### src/rtl/hilo_mac_pkg.sv
package hilo_mac_pkg;

  // function selected by op[1:0]
  typedef enum logic [1:0] {
    FN_MUL  = 2'b00,
    FN_NMUL = 2'b01,
    FN_MADD = 2'b10,
    FN_MSUB = 2'b11
  } mac_fn_e;

  // op[3] signed, op[2] return HI, op[1:0] function
  typedef struct packed {
    logic    is_signed;
    logic    want_hi;
    mac_fn_e fn;
  } mac_op_t;

endpackage

### src/rtl/hilo_mac_mult.sv
module hilo_mac_mult #(
  parameter int DW        = 32,
  parameter bit SPLIT_MUL = 1'b1
) (
  input  logic [DW-1:0]   a,
  input  logic [DW-1:0]   b,
  input  logic            is_signed,
  output logic [2*DW-1:0] prod
);
  localparam int PW = 2 * DW;
  localparam int HW = DW / 2;
  localparam int HU = DW - HW;

  logic [PW-1:0] raw;

  // signed product = unsigned product minus the weight of each sign bit
  function automatic logic [PW-1:0] sign_fix(input logic [PW-1:0] u,
                                             input logic [DW-1:0] x,
                                             input logic [DW-1:0] y);
    logic [PW-1:0] cx, cy;
    cx = x[DW-1] ? {y, {DW{1'b0}}} : '0;
    cy = y[DW-1] ? {x, {DW{1'b0}}} : '0;
    return u - cx - cy;
  endfunction

  generate
    if (SPLIT_MUL) begin : g_split
      logic [PW-1:0] al, ah, bl, bh;
      logic [PW-1:0] p_ll, p_lh, p_hl, p_hh;
      assign al   = {{(PW-HW){1'b0}}, a[HW-1:0]};
      assign ah   = {{(PW-HU){1'b0}}, a[DW-1:HW]};
      assign bl   = {{(PW-HW){1'b0}}, b[HW-1:0]};
      assign bh   = {{(PW-HU){1'b0}}, b[DW-1:HW]};
      assign p_ll = al * bl;
      assign p_lh = al * bh;
      assign p_hl = ah * bl;
      assign p_hh = ah * bh;
      assign raw  = p_ll + (p_lh << HW) + (p_hl << HW) + (p_hh << (2 * HW));
    end else begin : g_wide
      assign raw = {{DW{1'b0}}, a} * {{DW{1'b0}}, b};
    end
  endgenerate

  assign prod = is_signed ? sign_fix(raw, a, b) : raw;

endmodule

### src/rtl/hilo_mac_combine.sv
module hilo_mac_combine
  import hilo_mac_pkg::*;
#(
  parameter int PW = 64
) (
  input  mac_fn_e       fn,
  input  logic [PW-1:0] acc,
  input  logic [PW-1:0] prod,
  output logic [PW-1:0] nxt
);

  function automatic logic [PW-1:0] merge(input mac_fn_e f,
                                          input logic [PW-1:0] s,
                                          input logic [PW-1:0] p);
    case (f)
      FN_MUL:  return p;
      FN_NMUL: return '0 - p;
      FN_MADD: return s + p;
      default: return s - p;
    endcase
  endfunction

  assign nxt = merge(fn, acc, prod);

endmodule

### src/rtl/hilo_mac_acc.sv
module hilo_mac_acc #(
  parameter int DW = 32
) (
  input  logic            clk,
  input  logic            rst,
  input  logic            load,
  input  logic [2*DW-1:0] nxt,
  input  logic            hi_we,
  input  logic [DW-1:0]   hi_wd,
  input  logic            lo_we,
  input  logic [DW-1:0]   lo_wd,
  output logic [DW-1:0]   hi_q,
  output logic [DW-1:0]   lo_q
);
  localparam int NH = 2;

  logic          we [NH];
  logic [DW-1:0] wd [NH];
  logic [DW-1:0] q  [NH];

  assign we[0] = lo_we;
  assign wd[0] = lo_wd;
  assign we[1] = hi_we;
  assign wd[1] = hi_wd;

  generate
    for (genvar h = 0; h < NH; h++) begin : g_half
      always_ff @(posedge clk) begin
        if (rst)         q[h] <= '0;
        else if (load)   q[h] <= nxt[h*DW +: DW];
        else if (we[h])  q[h] <= wd[h];
      end
    end
  endgenerate

  assign lo_q = q[0];
  assign hi_q = q[1];

endmodule

### src/rtl/hilo_mac.sv
module hilo_mac
  import hilo_mac_pkg::*;
#(
  parameter int DW        = 32,
  parameter bit SPLIT_MUL = 1'b1
) (
  input  logic          clk,
  input  logic          rst,
  input  logic          start,
  input  logic [3:0]    op,
  input  logic [DW-1:0] opa,
  input  logic [DW-1:0] opb,
  input  logic          hi_wr_en,
  input  logic [DW-1:0] hi_wr_data,
  input  logic          lo_wr_en,
  input  logic [DW-1:0] lo_wr_data,
  output logic [DW-1:0] result,
  output logic          result_valid,
  output logic [DW-1:0] hi_out,
  output logic [DW-1:0] lo_out
);
  localparam int PW = 2 * DW;

  mac_op_t       dec;
  logic [PW-1:0] prod;
  logic [PW-1:0] acc_now;
  logic [PW-1:0] acc_next;
  logic          res_from_hi;
  logic [DW-1:0] res_next;
  logic [DW-1:0] result_q;
  logic          valid_q;

  assign dec     = mac_op_t'(op);
  assign acc_now = {hi_out, lo_out};

  hilo_mac_mult #(.DW(DW), .SPLIT_MUL(SPLIT_MUL)) u_mult (
    .a(opa), .b(opb), .is_signed(dec.is_signed), .prod(prod)
  );

  hilo_mac_combine #(.PW(PW)) u_comb (
    .fn(dec.fn), .acc(acc_now), .prod(prod), .nxt(acc_next)
  );

  hilo_mac_acc #(.DW(DW)) u_acc (
    .clk(clk), .rst(rst), .load(start), .nxt(acc_next),
    .hi_we(hi_wr_en), .hi_wd(hi_wr_data),
    .lo_we(lo_wr_en), .lo_wd(lo_wr_data),
    .hi_q(hi_out), .lo_q(lo_out)
  );

  // plain multiply always hands back HI
  assign res_from_hi = dec.want_hi || (dec.fn == FN_MUL);
  assign res_next    = res_from_hi ? acc_next[PW-1:DW] : acc_next[DW-1:0];

  always_ff @(posedge clk) begin
    if (rst) begin
      result_q <= '0;
      valid_q  <= 1'b0;
    end else begin
      valid_q <= start;
      if (start) result_q <= res_next;
    end
  end

  assign result       = result_q;
  assign result_valid = valid_q;

endmodule

### config.mk
export PLATFORM = sky130hd
export DESIGN_NAME = hilo_mac
export DESIGN_NICKNAME = d
export VERILOG_FILES = /design/src/rtl/hilo_mac_pkg.sv /design/src/rtl/hilo_mac_mult.sv /design/src/rtl/hilo_mac_combine.sv /design/src/rtl/hilo_mac_acc.sv /design/src/rtl/hilo_mac.sv
export SDC_FILE = /design/constraint.sdc
export NUM_CORES = 2
export LEC_CHECK = 0
export BUFFER_PORTS_ARGS = -buffer_cell sky130_fd_sc_hd__buf_2
export CAP_MARGIN = 20
export CORE_MARGIN = 5
export CORE_UTILIZATION = 40
export CTS_CLUSTER_SIZE = 30
export DETAILED_ROUTE_END_ITERATION = 16
export GPL_ROUTABILITY_DRIVEN = 0
export GPL_TIMING_DRIVEN = 1
export PLACE_DENSITY = 0.69
export SYNTH_ARGS = -nofsm -noshare
export SYNTH_HDL_FRONTEND = slang
export SYNTH_SLANG_ARGS = --single-unit
### constraint.sdc
create_clock -name clk -period 21.9 [get_ports clk]
set_clock_uncertainty 0.1 [all_clocks]
set_input_delay 6.57 -clock clk [delete_from_list [all_inputs] [get_ports clk]]
set_output_delay 6.57 -clock clk [all_outputs]
set_load 0.02 [all_outputs]
# --- Word-level counts from Yosys, hierarchy flattened ---
# Memories as Yosys holds them, arrays and structs flattened.
# Cells that the tools add are included.
classes:
  n_addsub: 8
  multipliers: 4
  eq_ne: 2
  mux: 22
  bitwise: 4
  n_reduce_logical: 2
ops:
  columns: ["cell", "n"]
  rows:
  - ["64-bit adder", 4]
  - ["64-bit two-way mux", 3]
  - ["64-bit one-hot mux with 3 select lines", 1]
  - ["64-bit subtractor", 3]
  - ["32-bit two-way mux", 5]
  - ["16-bit by 16-bit multiplier with 32-bit output", 4]
  - ["1-bit by 64-bit subtractor with 64-bit output (first input constant)", 1]
  - ["1-bit two-way mux", 13]
  - ["1-bit bitwise OR", 4]
  - ["2-bit by 1-bit == test with 1-bit output (second input constant)", 1]
  - ["2-bit == test (second input constant)", 1]
  - ["2-bit zero test", 1]
  - ["1-bit logical OR", 1]
totals:
  register_bits: 33
  ram_bits: 64
  inputBits: 137
  output_inout_bits: 97
  word_cells: 45
  n_memories: 1
memory_table:
  columns: ["memory", "words", "word_bits", "rd", "rd_clocked_by_memory_dff", "wr", "line", "source"]
  rows:
  - ["u_acc.q", 2, 32, 2, 0, 2, "hilo_mac_acc.sv:19", "logic [DW-1:0] q [NH];"]

# --- Longest topological paths before layout ---
depth:
  word_depth: 11
  mapped_depth: 71

# --- Hierarchy ---
# Synthesis repeated with hierarchy kept, for this count alone.
hier_totals:
  cells_unflattened: 6098
  hier_area_um2: 51436.8
modules_own_cells:
  columns: ["mod", "n_inst", "cells_per_inst", "area_each_um2", "seq_area_each_um2"]
  rows:
  - ["hilo_mac_mult", 1, 4699, 40402.5, 0.0]
  - ["hilo_mac_combine", 1, 1063, 6804.0, 0.0]
  - ["hilo_mac_acc", 1, 155, 2760.1, 1921.8]
  - ["hilo_mac", 1, 181, 1470.2, 660.6]

# --- Worst setup path before layout ---
# No wires, ideal clock.
synth_path:
  kind: "input to register"
  from: "in opb[1]"
  to: "mem u_acc.q[1][31] (data pin)"
  setup_ns: 0.256
  arrival_time_ns: 21.275
  setup_slack_ns: 0.268
  stages: 67
  n_path_buf: 3
  cell_sequence: "clkbuf_1 -> nand2_1 -> fa_1 -> fa_1 -> fa_1 -> fa_1 -> inv_1 -> fa_1 -> inv_1 -> fa_1 -> inv_1 -> ha_1 -> and4_1 -> a21oi_1 -> o211ai_1 -> a21oi_1 -> o21ai_0 -> a21oi_1 -> (+31 left out) -> buf_2 -> nor2_1 -> nor2_1 -> xor2_1 -> ha_1 -> a21oi_1 -> o21ai_0 -> a21o_1 -> a21oi_1 -> o21ai_0 -> a221o_1 -> a21o_1 -> a31oi_1 -> xnor2_1 -> nand2_1 -> xnor3_1 -> xnor2_1 -> a22o_1"
synth_rtl:
  columns: ["element", "line", "source"]
  rows:
  - ["from (decl)", "hilo_mac.sv:12", "input logic [DW-1:0] opb,"]
  - ["to (decl)", "hilo_mac_acc.sv:19", null]

==> results.yml <==
outcome:
  status: "complete, no violations"
yosys:
  syn_area_sq_mm: 0.04981
  yosysWarnings: 0
  synth_top_area_frac: 0.3380
  ys.flop_type: "edfxtp_1"
  syn_avg_cell_area_sq_um: 8.333
  synth_fa_ha_area_frac: 0.4757
  synth-edff-count: 64
  async_reset_ff_frac: 0
  synthSimpleGateAreaFrac: 0.1867
  synth_top_cell_by_area: "fa_1"
  synth_area_leaders: "fa_1, ha_1, inv_1"
  synth_cell_types: 108
  synthCells: 5977
  yosysSeqAreaShare: 0.05185
  synth_top_family_by_area: "adder cells"
  synth_fp_nets: 7503
  synth_xor_area_frac: 0.05795
  synth-compound-area-share: 0.1211
  ys_ff_latch: 97
  synthMuxAreaShare: 0.006757
drt:
  wl_met1_mm: 60.75
  vias_per_cell: 5.455
  met2WireLength_mm: 75.68
  drtAntennaViolNets: 0
  finalWirelength_mm: 155.9
  dr.pass1.iters: 6
  vias: 43046
  route.detailed.drc: 0
  dr.first_iter.drc_count: 3195
  top_layer: "met5"
  wl_met3_mm: 10.82
  wl_per_cell_microns: 19.75
clock_network:
  clkTransAtPathRegs_ns: 0.08
  cts_tree: "built"
  hold_buffers: 0
  h-tree-depth: 3
  cts_made_buffers: 9
  clkLatencyLatePin_ns: 0.36
  root_buffer: "clkbuf_16"
  clkSinkCount: 97
  cts_buffer_depth: 2
sta:
  relSlewSlack: 0.2785
  rsz0062_at_grt: "true"
  drv_slew: 0
  tns_ns: 0
  timing.fmax_ghz: 0.04689
  final.period_utilization: 0.9739
  setup_violations: 0
  hold_viol_final: 0
  worst_pin_slew_ns: 1.079
  fin_ws_ns: 0.5721
  period_minus_slack_ns: 21.33
worst_setup_path:
  crit_slowest_cell: "or4_4"
  cpMostUsedCell: "fa_1"
  critPathMaxFanout: 8
  worst_setup_path_start_kind: "input pin"
  arrival_ns: 21.34
  cp_data_required_time_ns: 21.91
  cp-end-kind: "register"
  max_stage_delay_ns: 0.56
  crit_type: "input pin to register"
min_path:
  worstHoldPathType: "register to register"
floorplan:
  ios: 234
  die_w_microns: 362.9
  rows: 129
  die_y_microns: 362.9
  initial_core_util: 0.4029
  die_area_sq_mm: 0.1317
  placeableCoreArea_sq_mm: 0.1236
finish:
  drive_above_1_share: 0.1063
  layout_common_cells: "inv_1, fa_1, nand2_1"
  syn_to_final_growth_pct: 10.12
  fin_nets: 7769
  final_common_cell: "inv_1"
placed_design:
  dpl.hpwl_mm: 129.7
  io_buffers: 233
  dpl_worst_slack_ns: -0.3873
grt:
  grt_pass1_vias: 44568
  grt_max_degree: 77
  grt_overflow_total: 0
  grt_usage: 0.2320
  antenna_found_initial: 12
  grt_pass1_wl_mm: 243.5
flow_run:
  max-cap-violations: 0
[critical path, delay by kind of cell]
family	cells	cell delay [ns]
AND/OR/NAND/NOR	14	3.08
AO/OA/AOI/OAI	25	4.27
XOR/XNOR	7	1.09
buffers and inverters	11	1.00
adder cells (fa/ha/maj)	12	5.33
[state kept, by name, summed over array words and instances (netlist names)]
name and cells:
result 32, result_valid 1, u_acc.q 64
[per-stage QoR]
stage / cell area [sq um] / utilization / hold WS, ns / cells
after floorplan: 49810 / - / 0.4432 / 5977
after global placement: 54260 / 0.4388 / 0.3565 / 7866
after detailed placement: 54260 / 0.4388 / 0.3557 / 7866
after CTS: 54550 / 0.4412 / 0.3681 / 7882
after global routing: 54840 / 0.4436 / 0.3909 / 7888
final: 54850 / 0.4436 / 0.3692 / 7891
[synthesized netlist by cell type (32+ instances only)]
| library cell | number |
|---|---|
| o21ai_0 | 212 |
| nand2_1 | 833 |
| nor3_1 | 54 |
| clkbuf_1 | 256 |
| xor2_1 | 126 |
| nor2b_1 | 32 |
| a21oi_1 | 242 |
| inv_1 | 1042 |
| and2_1 | 494 |
| o21a_1 | 38 |
| nand3_1 | 51 |
| xnor2_1 | 201 |
| ha_1 | 548 |
| a21o_1 | 97 |
| and3_1 | 40 |
| edfxtp_1 | 64 |
| dfxtp_1 | 33 |
| nor2_1 | 204 |
| fa_1 | 841 |
| nand2b_1 | 42 |
[path summary, 6_finish.rpt]
kind	from	to	slack, ns	depth (start not counted)
worst max-delay path	opa[9]	u_acc.q[1][31]$_SDFFCE_PN0P_	0.57	69
worst min-delay path	result[8]$_SDFFE_PP0P_	result[8]$_SDFFE_PP0P_	0.37	2
worst max register to register	u_acc.q[0][0]$_DFFE_PP_	u_acc.q[1][30]$_SDFFCE_PN0P_	16.58	18
worst min register to register	result[8]$_SDFFE_PP0P_	result[8]$_SDFFE_PP0P_	0.37	2
[area by class of cell]
type,instances,area (sq um)
diodes,6,15.01
multi-input cells,4558,42510
repair buffers,535,3500
well taps,1637,2048
clock buffers,9,225.2
flip-flops and latches,97,2582
fillers,12123,68790
clock inverters,7,60.06
inverters,1042,3911
[routing by layer]
metal | global-route usage | vias to the layer above
met3 | 0.02912 | 404
met4 | 0.1040 | 4
met1 | 0.2885 | 21406
li1 | - | 19510
met5 | 0 | -
met2 | 0.4034 | 1722
[cells by family after synthesis]
| group | count (synthesis) |
|---|---|
| simple gates | 1893 |
| buf+inv | 1322 |
| compound gates | 915 |
| fa+ha+maj | 1389 |
| mux | 33 |
| xor+xnor | 328 |
| flops | 97 |
[timing repair]
action                                  in CTS  in global routing
pin swaps                                    0                 16
gates resized for setup                      1                 64
endpoints found under the setup margin       1                 24
buffers inserted                             0                  3
Power is left out: the tool's default activity adds up to more than one toggle a clock period on the data nets, which glitch-free logic cannot reach.
